--- config.mk ---
export PLATFORM = sky130hd
export DESIGN_NAME = divrem_unit
export DESIGN_NICKNAME = d
export VERILOG_FILES = /design/src/rtl/divrem_pkg.sv /design/src/rtl/divrem_precheck.sv /design/src/rtl/divrem_step.sv /design/src/rtl/divrem_ctrl.sv /design/src/rtl/divrem_unit.sv
export SDC_FILE = /design/constraint.sdc
export NUM_CORES = 1
export LEC_CHECK = 0
export ABC_AREA = 1
export BUFFER_PORTS_ARGS = -buffer_cell sky130_fd_sc_hd__buf_2
export CORE_MARGIN = 2
export CORE_UTILIZATION = 35
export DETAILED_ROUTE_END_ITERATION = 6
export SYNTH_ARGS = -nofsm -noshare
export SYNTH_HDL_FRONTEND = slang
export SYNTH_SLANG_ARGS = --single-unit
--- constraint.sdc ---
create_clock -name clk_i -period 2.61 [get_ports clk_i]
set_clock_uncertainty 0.15 [all_clocks]
set_input_delay 0.261 -clock clk_i [delete_from_list [all_inputs] [get_ports clk_i]]
set_output_delay 0.261 -clock clk_i [all_outputs]
set_load 0.1 [all_outputs]
--- src/rtl/divrem_pkg.sv ---
package divrem_pkg;
  typedef enum logic [1:0] {
    ST_IDLE  = 2'd0,
    ST_CHECK = 2'd1,
    ST_RUN   = 2'd2,
    ST_DONE  = 2'd3
  } divrem_state_e;
endpackage

--- src/rtl/divrem_precheck.sv ---
module divrem_precheck #(
  parameter int XLEN = 64
) (
  input  logic [XLEN-1:0] hi_i,
  input  logic [XLEN-1:0] div_i,
  output logic            div_zero_o,
  output logic            hi_ge_o,
  output logic            invalid_o
);
  always_comb begin
    div_zero_o = (div_i == '0);
    hi_ge_o    = (hi_i >= div_i);
    // hi >= 0 already covers zero divisor; kept explicit for clarity
    invalid_o  = div_zero_o | hi_ge_o;
  end
endmodule

--- src/rtl/divrem_step.sv ---
module divrem_step #(
  parameter int XLEN = 64
) (
  input  logic [XLEN-1:0] rem_i,
  input  logic [XLEN-1:0] quo_i,
  input  logic [XLEN-1:0] div_i,
  output logic [XLEN-1:0] rem_o,
  output logic [XLEN-1:0] quo_o
);
  logic [XLEN:0]   trial;
  logic [XLEN-1:0] diff;
  logic            fits;

  always_comb begin
    trial = {rem_i, quo_i[XLEN-1]};
    fits  = (trial >= {1'b0, div_i});
    // true difference is below div_i, so the low XLEN bits are exact
    diff  = trial[XLEN-1:0] - div_i;
    rem_o = fits ? diff : trial[XLEN-1:0];
    quo_o = {quo_i[XLEN-2:0], fits};
  end
endmodule

--- src/rtl/divrem_ctrl.sv ---
module divrem_ctrl
  import divrem_pkg::*;
#(
  parameter int XLEN = 64
) (
  input  logic clk_i,
  input  logic rst_ni,
  input  logic start_i,
  input  logic invalid_i,
  output logic accept_o,
  output logic load_inv_o,
  output logic step_o,
  output logic done_o,
  output logic busy_o
);
  localparam int CNT_W = $clog2(XLEN);
  localparam logic [CNT_W-1:0] LAST_CNT = CNT_W'(XLEN - 1);

  divrem_state_e state_q, state_d;
  logic [CNT_W-1:0] cnt_q, cnt_d;

  always_comb begin
    state_d = state_q;
    cnt_d   = cnt_q;
    unique case (state_q)
      ST_IDLE:  if (start_i) state_d = ST_CHECK;
      ST_CHECK: begin
        cnt_d   = '0;
        state_d = invalid_i ? ST_DONE : ST_RUN;
      end
      ST_RUN: begin
        cnt_d = cnt_q + 1'b1;
        if (cnt_q == LAST_CNT) state_d = ST_DONE;
      end
      ST_DONE:  state_d = ST_IDLE;
      default:  state_d = ST_IDLE;
    endcase
  end

  always_ff @(posedge clk_i or negedge rst_ni) begin
    if (!rst_ni) begin
      state_q <= ST_IDLE;
      cnt_q   <= '0;
    end else begin
      state_q <= state_d;
      cnt_q   <= cnt_d;
    end
  end

  assign accept_o   = (state_q == ST_IDLE) && start_i;
  assign load_inv_o = (state_q == ST_CHECK) && invalid_i;
  assign step_o     = (state_q == ST_RUN);
  assign done_o     = (state_q == ST_DONE);
  assign busy_o     = (state_q != ST_IDLE);
endmodule

--- src/rtl/divrem_unit.sv ---
module divrem_unit #(
  parameter int XLEN = 64
) (
  input  logic            clk_i,
  input  logic            rst_ni,
  input  logic            start_i,
  input  logic [XLEN-1:0] hi_i,
  input  logic [XLEN-1:0] lo_i,
  input  logic [XLEN-1:0] div_i,
  output logic            busy_o,
  output logic            done_o,
  output logic            invalid_o,
  output logic [XLEN-1:0] quot_o,
  output logic [XLEN-1:0] rem_o
);
  logic [XLEN-1:0] rem_q, quo_q, div_q;
  logic            inv_q;
  logic [XLEN-1:0] step_rem, step_quo;
  logic            pre_zero, pre_ge, pre_inv;
  logic            accept, load_inv, step;

  divrem_precheck #(.XLEN(XLEN)) u_precheck (
    .hi_i       (rem_q),
    .div_i      (div_q),
    .div_zero_o (pre_zero),
    .hi_ge_o    (pre_ge),
    .invalid_o  (pre_inv)
  );

  divrem_step #(.XLEN(XLEN)) u_step (
    .rem_i (rem_q),
    .quo_i (quo_q),
    .div_i (div_q),
    .rem_o (step_rem),
    .quo_o (step_quo)
  );

  divrem_ctrl #(.XLEN(XLEN)) u_ctrl (
    .clk_i      (clk_i),
    .rst_ni     (rst_ni),
    .start_i    (start_i),
    .invalid_i  (pre_inv),
    .accept_o   (accept),
    .load_inv_o (load_inv),
    .step_o     (step),
    .done_o     (done_o),
    .busy_o     (busy_o)
  );

  // rem_q holds the high word until stepping starts; quo_q holds the low word
  always_ff @(posedge clk_i or negedge rst_ni) begin
    if (!rst_ni) begin
      rem_q <= '0;
      quo_q <= '0;
      div_q <= '0;
      inv_q <= 1'b0;
    end else if (accept) begin
      rem_q <= hi_i;
      quo_q <= lo_i;
      div_q <= div_i;
      inv_q <= 1'b0;
    end else if (load_inv) begin
      rem_q <= '0;
      quo_q <= '1;
      inv_q <= 1'b1;
    end else if (step) begin
      rem_q <= step_rem;
      quo_q <= step_quo;
    end
  end

  assign quot_o    = quo_q;
  assign rem_o     = rem_q;
  assign invalid_o = inv_q;
endmodule

==> run summary, run 1 <==
Antenna violations before repair - 0
Post-route cell area - 30000 um2
DR DRC count - 0
Synth Area per Inst - 6.11 um2
Most frequent cells after synthesis - nand2_1 (1071), inv_1 (361), nor2_1 (323)
Fin. max-slew vios - 0
Final hold viol count - 0
Reg2reg setup slack - -350 ps
Gpl congestion - 0.940
Layout area overhead - 71.4%
Maximum number of pins on one net before global-route repair - 63
H-Tree Depth - 1
Clk Latency, worst-skew pair - 580 ps
Number of port buffers - 325
Cells on worst reg2reg path - 17
Mapped cell area - 17500 um2
Routed Antenna Nets - 0
Via Count - 22447
Max Cap Violations - 0
Longest Clk Path Bufs - 3
Post-synth top flop - dfrtp_1
Row count - 81
Total track usage - 0.310
Violated checks - setup timing
Yosys warns - 0
First-pass GRT wire length - 123 mm
CTS Root Cell - clkbuf_16
Cts bufs inserted - 26
Setup violators final - 129
GRT met3 Usage - 0.0516
Hold WS - 3.03 ps
Worst R2R End - rem_o[58]
Setup CP Type - reg -> reg
Initial Util - 0.356
Total wire length - 85.6 mm
Area post-placement - 24200 um2
Outcome - complete, but fails checks
Fin crit share - 1.13
Initial DRC Count - 1662
Hold crit path type - in -> reg
Synth Register Bits - 201
Synth Net Count - 3191
Arr. time, crit path - 3270 ps
Max_slew headroom - 0.486
Vias in the first global route - 22455
Worst Path Max Fanout - 6
Top post-synthesis cells by area - dfrtp_1 (29%), nand2_1 (23%), ha_1 (9.6%)
Pre-antenna DRT Iters - 5
Die area - 51800 um2
Core ar. - 49200 um2
Asr flop ratio synth - 1.00
Worst slack, placed - -777 ps
Setup WS post-layout - -346 ps
Gr busiest metal - met2
Fill cells - 4433
Required @ worst endpoint - 2920 ps
Share of cells above drive strength 1 - 0.367
WL per Instance - 18.9 um
Worst Setup Start Kind - flip-flop
Num ports - 326
Worst-margin pin slew - 771 ps
Die Wd - 228 um
Clock period minus worst slack - 2960 ps
Worst setup EP type - flip-flop
RSZ-0062 raised after global routing - true
CTS tree - built
Clock transition at the registers of the reported paths - 60 ps
Reg-to-reg startpoint - rem_o[47]
Sequential-to-total area share from yosys stat - 0.288
Cell count after synthesis - 2861
Met2 usage - 0.540
Most numerous cell in the Yosys netlist - nand2_1
Setup crit start - rem_o[47]
Area leader, netlist - dfrtp_1
Total grt overflow - 0
Nets - 4181
DP Wirelength - 59.1 mm
GR Layer Usage met1 - 0.383
Hold depth - 5
Critical path capture point - rem_o[58]
Distinct cell type count after synthesis - 40
Post-synth EDFFs - 0
Vias/cell - 4.95
Yosys top cell area share - 0.288
Sink Count - 201
Die height - 228 um
Fmax - 338 MHz
Diode count - 0
-- metrics by stage --
stage | utilization | instances | TNS [ps]
floorplan | - | 2861 | 0
global placement | 0.492 | 4213 | -90320
detailed placement | 0.492 | 4213 | -94960
CTS | 0.582 | 4501 | -23400
global route | 0.610 | 4534 | -44050
finish | 0.610 | 4534 | -37820
-- metal layers --
layer | vias up | wire [um]
li1 | 10937 | -
met1 | 10499 | 35500
met2 | 846 | 41300
met3 | 165 | 5620
met4 | 0 | 3130
met5 | - | 0
-- state kept, by name (all words and copies together), names as in the netlist --
signal,count
div_q,64
quot_o,64
rem_o,64
u_ctrl.cnt_q,6
u_ctrl.state_q,2
invalid_o,1
-- final cells by class --
type | instances | area [um2] | area share
clock buffers | 40 | 723 | 0.0241
well taps | 664 | 831 | 0.0277
clock inverters | 7 | 67.6 | 0.00225
inverters | 382 | 1470 | 0.0489
flip-flops and latches | 201 | 5270 | 0.176
multi-input cells | 2185 | 12900 | 0.431
repair buffers | 1055 | 8690 | 0.290
-- worst min-delay path by stage --
stage	from	end	slack [ps]
finish	hi_i[38]	rem_o[38]	3
global route	hi_i[38]	rem_o[38]	7
CTS	hi_i[38]	rem_o[38]	0.4
detailed placement	rst_ni	div_q[17]	170
global placement	rst_ni	div_q[17]	170
floorplan	rst_ni	div_q[0]	-180
-- cells in the final DEF, fill, tap and decap left out, types with 38 or more instances in the layout --
cell type      instances
nand3_1              153
nand2_1              921
ha_1                  54
a21oi_1              125
dfrtp_4               65
o21ai_1               59
dlygate4sd3_1        191
nand2_2              130
nor2_1               252
inv_1                341
buf_2                324
o21ai_0               92
inv_2                 38
ha_4                  79
dfrtp_1              136
nor2_2                52
buf_4                446
-- cells by family (layout without fill, tap and decap cells) --
family          after synthesis  in the layout  synth area share
simple gates               1679           1680             0.393
fa+ha+maj                   135            135            0.0970
buf+inv                     476           1484             0.107
flops                       201            201             0.288
xor+xnor                     29             29            0.0145
compound gates              341            341             0.101
-- worst max-delay path: stages (launching register included) --
cell and delay (ps):
dfrtp_4 500, ha_4 280, nand4_1 160, buf_4 180
a21oi_1 230, nor2_2 80, a21oi_4 150, buf_4 150
nor2_4 40, nand2_4 70, nand2_4 60, nand3_4 100
buf_12 170, buf_12 160, buf_12 140, nand2_2 50
nor2_1 100, nor2_1 60
-- what timing repair did --
action / CTS / global route
gates cloned: 18 / 17
setup buffers: 34 / 17
setup endpoints to repair: 130 / 130
pin swaps: 58 / 74
gates resized for setup: 276 / 270
endpoints found under the hold margin: 245 / 0
hold buffers: 191 / 0
Power of run 1 is left out: the tool's default activity adds up to more than one toggle a clock period on the data nets, which glitch-free logic cannot reach.
==> inputs of run 2 (changes only) <==
Clock period 2.61 ns to 2.4 ns, I/O delays scaled along.
==> run 2 against run 1 <==
The run still ends with setup timing left. Setup slack got worse by 230 ps. Flip-flop and latch count is the same. Die area unchanged. Hold slack gained 36 ps. Design area rose by 1.3%. Via count is 0.12% higher. Maximum frequency down 0.82%. Sequential share of layout area decreased by 0.23 points. Critical path depth decreased by 1. Critical path type unchanged.
==> run summary, run 2 (synthesized netlist as in run 1, its figures left out) <==
Final hold viol count - 0 (unchanged)
CTS tree - built
Routed Antenna Nets - 0 (unchanged)
Vias/cell - 4.97 (+0.39%)
Clk Latency, worst-skew pair - 590 ps (about the same)
H-Tree Depth - 1 (unchanged)
Area post-placement - 24500 um2 (+1.6%)
Initial Util - 0.356 (unchanged)
Multi-input gate area - 13100 um2 (+1.6%)
DP Cell Count - 4214 (+0.024%)
Post-route cell area - 30400 um2 (+1.3%)
Total grt overflow - 0 (unchanged)
Most frequent cells in the layout - nand2_1 (895), buf_4 (427), inv_1 (344), buf_2 (324), nor2_1 (272)
Clock transition at the registers of the reported paths - 60 ps (about the same)
Reg area - 5270 um2 (unchanged)
Antenna violations before repair - 1 (+1)
DR DRC count - 0 (unchanged)
Nets - 4168 (-0.31%)
Commonest non-fill, non-tap cell in the layout - nand2_1
Setup CP Type - reg -> reg
CTS Root Cell - clkbuf_16
Total track usage - 0.304 (-0.00551)
Number of port buffers - 325 (unchanged)
RSZ-0062 raised after global routing - true
Max Cap Violations - 0 (unchanged)
Hold crit path type - in -> async
Total wire length - 83.6 mm (-2.2%)
Slowest stage delay, CP - 480 ps (-20 ps)
Fill cells - 4234 (-4.5%)
Setup WS post-layout - -581 ps (-234 ps)
WL per Instance - 18.5 um (-2.0%)
Fmax - 335 MHz (-0.82%)
Most Frequent Cell on Critical Path - nand2_4
Sink Count - 201 (unchanged)
Initial DRC Count - 1403 (-16%)
Die area - 51800 um2 (unchanged)
Maximum number of pins on one net before global-route repair - 65 (+3.2%)
Vias in the first global route - 22248 (-0.92%)
Row count - 81 (unchanged)
Worst Path Max Fanout - 8 (+2)
Core ar. - 49200 um2 (unchanged)
Num ports - 326 (unchanged)
Pre-antenna DRT Iters - 5 (unchanged)
Cts bufs inserted - 26 (unchanged)
Clock period minus worst slack - 2980 ps (+24.5 ps)
Max_slew headroom - 0.637 (+0.150)
Required @ worst endpoint - 2720 ps (-200 ps)
Longest Clk Path Bufs - 3 (unchanged)
Final Non-Filler Cells - 4522 (-0.26%)
Arr. time, crit path - 3300 ps (+30 ps)
Crit-path cells - buf_6 > ha_4 > nand2_4 > nor4_4 > nand2_2 > a21oi_4 > nor2_2 > nand2_2 > nand2_4 > nand3_4 > buf_12 > clkinv_16 > buf_12 > buf_16 > nand2_4 > o21ai_1
Slowest CP cell - dfrtp_4
Violated checks - setup timing
Worst Setup Start Kind - flip-flop
Fin crit share - 1.24 (+0.109)
Outcome - complete, but fails checks
Setup TNS - -63800 ps (-25980 ps)
Fin. max-slew vios - 0 (unchanged)
Gpl congestion - 0.915 (-2.6%)
Die height - 228 um (unchanged)
First-pass GRT wire length - 122 mm (-1.1%)
Die Wd - 228 um (unchanged)
Worst-margin pin slew - 549 ps (-222 ps)
Final Util - 0.618 (+0.00799)
DP Wirelength - 57.3 mm (-3.1%)
Layout area overhead - 73.7%
Worst setup EP type - flip-flop
Setup violators final - 130 (+0.78%)
Via Count - 22475 (+0.12%)
Share of cells above drive strength 1 - 0.375 (+0.00772)
run 2: routing by layer:
layer	routed length [um]	global-route usage	up-vias
met5	0	0	-
met4	3380	0.0953	0
met3	5180	0.0435	200
met2	40300	0.536	880
met1	34800	0.383	10475
li1	-	-	10920
run 2: layout make-up:
cell class,instances,share of cell area
multi-input combinational,2185,0.432
timing repair buffer,1041,0.288
sequential,201,0.174
inverter,382,0.0482
tap,664,0.0274
clock buffer,34,0.0237
clock inverter,13,0.00651
timing repair inverter,1,0.000659
antenna,1,0.0000824
run 2: metrics by stage:
stage / setup WS [ps] / hold slack (ps)
floorplan: -157 / -206
global placement: -758 / 79.9
detailed placement: -885 / 77.5
CTS: -543 / 20.7
global route: -638 / 12.6
finish: -581 / 39.0
run 2: critical path: cells and delay by family (launching register included):
| family | cells | cell delay (ps) |
|---|---|---|
| simple gates | 8 | 1010 |
| buf+inv | 5 | 670 |
| flops | 1 | 480 |
| fa+ha+maj | 1 | 270 |
| compound gates | 2 | 260 |
run 2: timing repair:
action,in CTS,in global routing
hold buffers,193,0
hold endpoints to repair,394,0
gates resized for setup,201,333
buffers inserted,19,20
gates cloned,26,9
endpoints found under the setup margin,130,130
pin swaps,18,96
run 2: worst paths after layout:
kind	end	depth (start not counted)	slack, ps	startpoint
hold / removal	rem_o[18]	2	40	rst_ni
setup / recovery	quot_o[39]	16	-580	rem_o[56]
hold reg to reg	u_ctrl.cnt_q[5]	1	310	u_ctrl.cnt_q[5]
min in group clk_i	rem_o[47]	5	50	hi_i[47]
max in group asynchronous	rem_o[50]	3	1360	rst_ni
setup reg to reg	quot_o[39]	16	-580	rem_o[56]
Power of run 2 is left out for the same reason.
==> inputs of run 3 (changes only) <==
Settings changed: ABC_AREA 1 to 0.
==> run 3 against run 2 <==
The flow still finishes with violations (setup timing). Non-clock buffer count increased by 21. Design area is 15% lower. Register-to-register slack got worse by 700 ps. Maximum frequency is 19% lower. First-iteration DRC count is 5.3% lower. Utilization shrank 1.4 points. Wire length fell by 18%. Sequential share of layout area increased by 2.7 points. Synthesized cell count down 37%. Critical endpoint is now rem_o[59]. Largest cell class unchanged.
==> run summary, run 3 <==
Outcome - complete, but fails checks
Violated checks - setup timing
Row count - 76 (-6.2%)
Clock period minus worst slack - 3680 ps (+699 ps)
Most numerous cell in the Yosys netlist - nand2_1
First-pass GRT wire length - 103 mm (-15%)
Die area - 44900 um2 (-13%)
Setup CP Type - reg -> reg
WL per Instance - 20.3 um (+9.6%)
Worst Setup Start Kind - flip-flop
Die height - 212 um (-6.9%)
DP Wirelength - 49.4 mm (-14%)
DR DRC count - 0 (unchanged)
Hold WS - 98.2 ps (+59.2 ps)
H-Tree Depth - 1 (unchanged)
Fin crit share - 1.53 (+0.291)
Area leader, netlist - dfrtp_1
Share of cells above drive strength 1 - 0.408 (+0.0331)
Fmax - 272 MHz (-19%)
Reg2reg setup slack - -1280 ps (-700 ps)
Die Wd - 212 um (-6.9%)
Worst Path Max Fanout - 6 (-2)
Setup violators final - 130 (unchanged)
Hold crit path type - in -> async
Final hold viol count - 0 (unchanged)
Synth Net Count - 2130 (-33%)
RSZ-0062 raised after global routing - true
Maximum number of pins on one net before global-route repair - 79 (+22%)
Core ar. - 42900 um2 (-13%)
Pre-antenna DRT Iters - 6 (+1)
Slowest stage delay, CP - 530 ps (+50 ps)
Fill cells - 3705 (-12%)
Total wire length - 68.5 mm (-18%)
Post-synth EDFFs - 0 (unchanged)
Distinct cell type count after synthesis - 71 (+78%)
Initial Util - 0.352 (-0.00341)
Routed Antenna Nets - 0 (unchanged)
Clock transition at the registers of the reported paths - 60 ps (about the same)
Worst setup EP type - flip-flop
Synth Register Bits - 201 (unchanged)
Commonest non-fill, non-tap cell in the layout - buf_4
Mapped cell area - 15100 um2 (-14%)
Number of port buffers - 325 (unchanged)
Cts bufs inserted - 26 (unchanged)
Arr. time, crit path - 4040 ps (+740 ps)
Longest Clk Path Bufs - 3 (unchanged)
CTS Root Cell - clkbuf_16
Most frequent cells in the layout - buf_4 (474), buf_2 (323), nand2_1 (267), dlygate4sd3_1 (194), dfrtp_1 (136)
Crit-path cells - ha_4 > nand4_1 > or4_4 > or4_4 > o32ai_4 > a221oi_4 > buf_6 > a21oi_4 > buf_4 > buf_8 > nand2_2 > a211o_1 > o211a_1 > a21oi_1
Yosys warns - 0 (unchanged)
Worst-margin pin slew - 734 ps (+185 ps)
CP top delay family - simple AND/OR/NAND/NOR gates
Antenna violations before repair - 3 (+2)
Num ports - 326 (unchanged)
Nets - 3104 (-26%)
Vias/cell - 5.35 (+7.7%)
Total grt overflow - 0 (unchanged)
Fin. max-slew vios - 0 (unchanged)
Multi-input gate area - 10400 um2 (-21%)
Most frequent cells after synthesis - nand2_1 (288), dfrtp_1 (201), o21ai_0 (185)
Initial DRC Count - 1328 (-5.3%)
Sink Count - 201 (unchanged)
Vias in the first global route - 18539 (-17%)
Required @ worst endpoint - 2760 ps (+40 ps)
Cell count after synthesis - 1800 (-37%)
Count of buffer and inverter cells on the critical path - 3 (-2)
Setup WS post-layout - -1280 ps (-699 ps)
Slowest CP cell - or4_4
Top post-synthesis cells by area - dfrtp_1 (33%), ha_1 (11%), nand2_1 (7.2%)
Reg area - 5190 um2 (-1.6%)
Via Count - 18090 (-20%)
Post-synth top flop - dfrtp_1
Total track usage - 0.294 (-0.0104)
Max_slew headroom - 0.506 (-0.131)
Most Frequent Cell on Critical Path - or4_4
Asr flop ratio synth - 1.00 (unchanged)
Gpl congestion - 0.935 (+2.1%)
Max Cap Violations - 0 (unchanged)
Synth Area per Inst - 8.40 um2 (+37%)
Layout area overhead - 71.4%
Clk Latency, worst-skew pair - 580 ps (about the same)
CTS tree - built
Sequential-to-total area share from yosys stat - 0.333 (+0.0452)
Yosys top cell area share - 0.333 (+0.0452)
run 3: layout make-up:
class / count / share of cell area
repair buffers: 1062 / 0.322
inverters: 83 / 0.0120
flip-flops and latches: 201 / 0.200
clock buffers: 37 / 0.0287
clock inverters: 11 / 0.00618
multi-input cells: 1400 / 0.402
diodes: 2 / 0.000193
well taps: 585 / 0.0283
run 3: repair_timing:
item / CTS / global route
pin swaps: 47 / 45
hold buffers: 194 / 0
gates resized for setup: 126 / 91
endpoints found under the setup margin: 131 / 131
buffers inserted: 28 / 18
gates cloned: 9 / 5
endpoints found under the hold margin: 258 / 0
run 3: final timing paths:
kind | from | end | depth (start not counted)
setup / recovery | rem_o[16] | rem_o[59] | 14
hold / removal | rst_ni | div_q[23] | 2
setup reg to reg | rem_o[16] | rem_o[59] | 14
hold reg to reg | invalid_o | invalid_o | 2
max in group asynchronous | rst_ni | rem_o[57] | 3
min in group clk_i | div_i[10] | div_q[10] | 4
run 3: logic make-up (layout without fill, tap and decap cells):
family / Yosys count / in the layout / share of synthesized area
other: 0 / 2 / 0
multiplexers: 68 / 68 / 0.0451
AO/OA/AOI/OAI: 596 / 597 / 0.259
XOR/XNOR: 57 / 57 / 0.0330
buffers and inverters: 200 / 1193 / 0.0513
flip-flops: 201 / 201 / 0.333
AND/OR/NAND/NOR: 543 / 543 / 0.166
adder cells (fa/ha/maj): 135 / 135 / 0.112
run 3: routing by layer:
layer	vias to the layer above	global-route usage	routed length [um]
li1	8527	-	-
met1	8732	0.369	28700
met2	682	0.508	32900
met3	147	0.0506	4170
met4	2	0.103	2760
met5	-	0	15
run 3: per-stage QoR:
| step | instance area (um2) | instances | setup slack [ps] | TNS (ps) | utilization |
|---|---|---|---|---|---|
| after global routing | 25900 | 3380 | -1350 | -131200 | 0.604 |
| after global placement | 21500 | 3087 | -1370 | -158900 | 0.501 |
| final | 25900 | 3381 | -1280 | -120710 | 0.604 |
| after detailed placement | 21500 | 3087 | -1430 | -163070 | 0.501 |
| after floorplan | 15800 | 1800 | -1420 | -100000 | - |
| after CTS | 25400 | 3364 | -1200 | -117240 | 0.592 |
Power of run 3 is left out for the same reason.
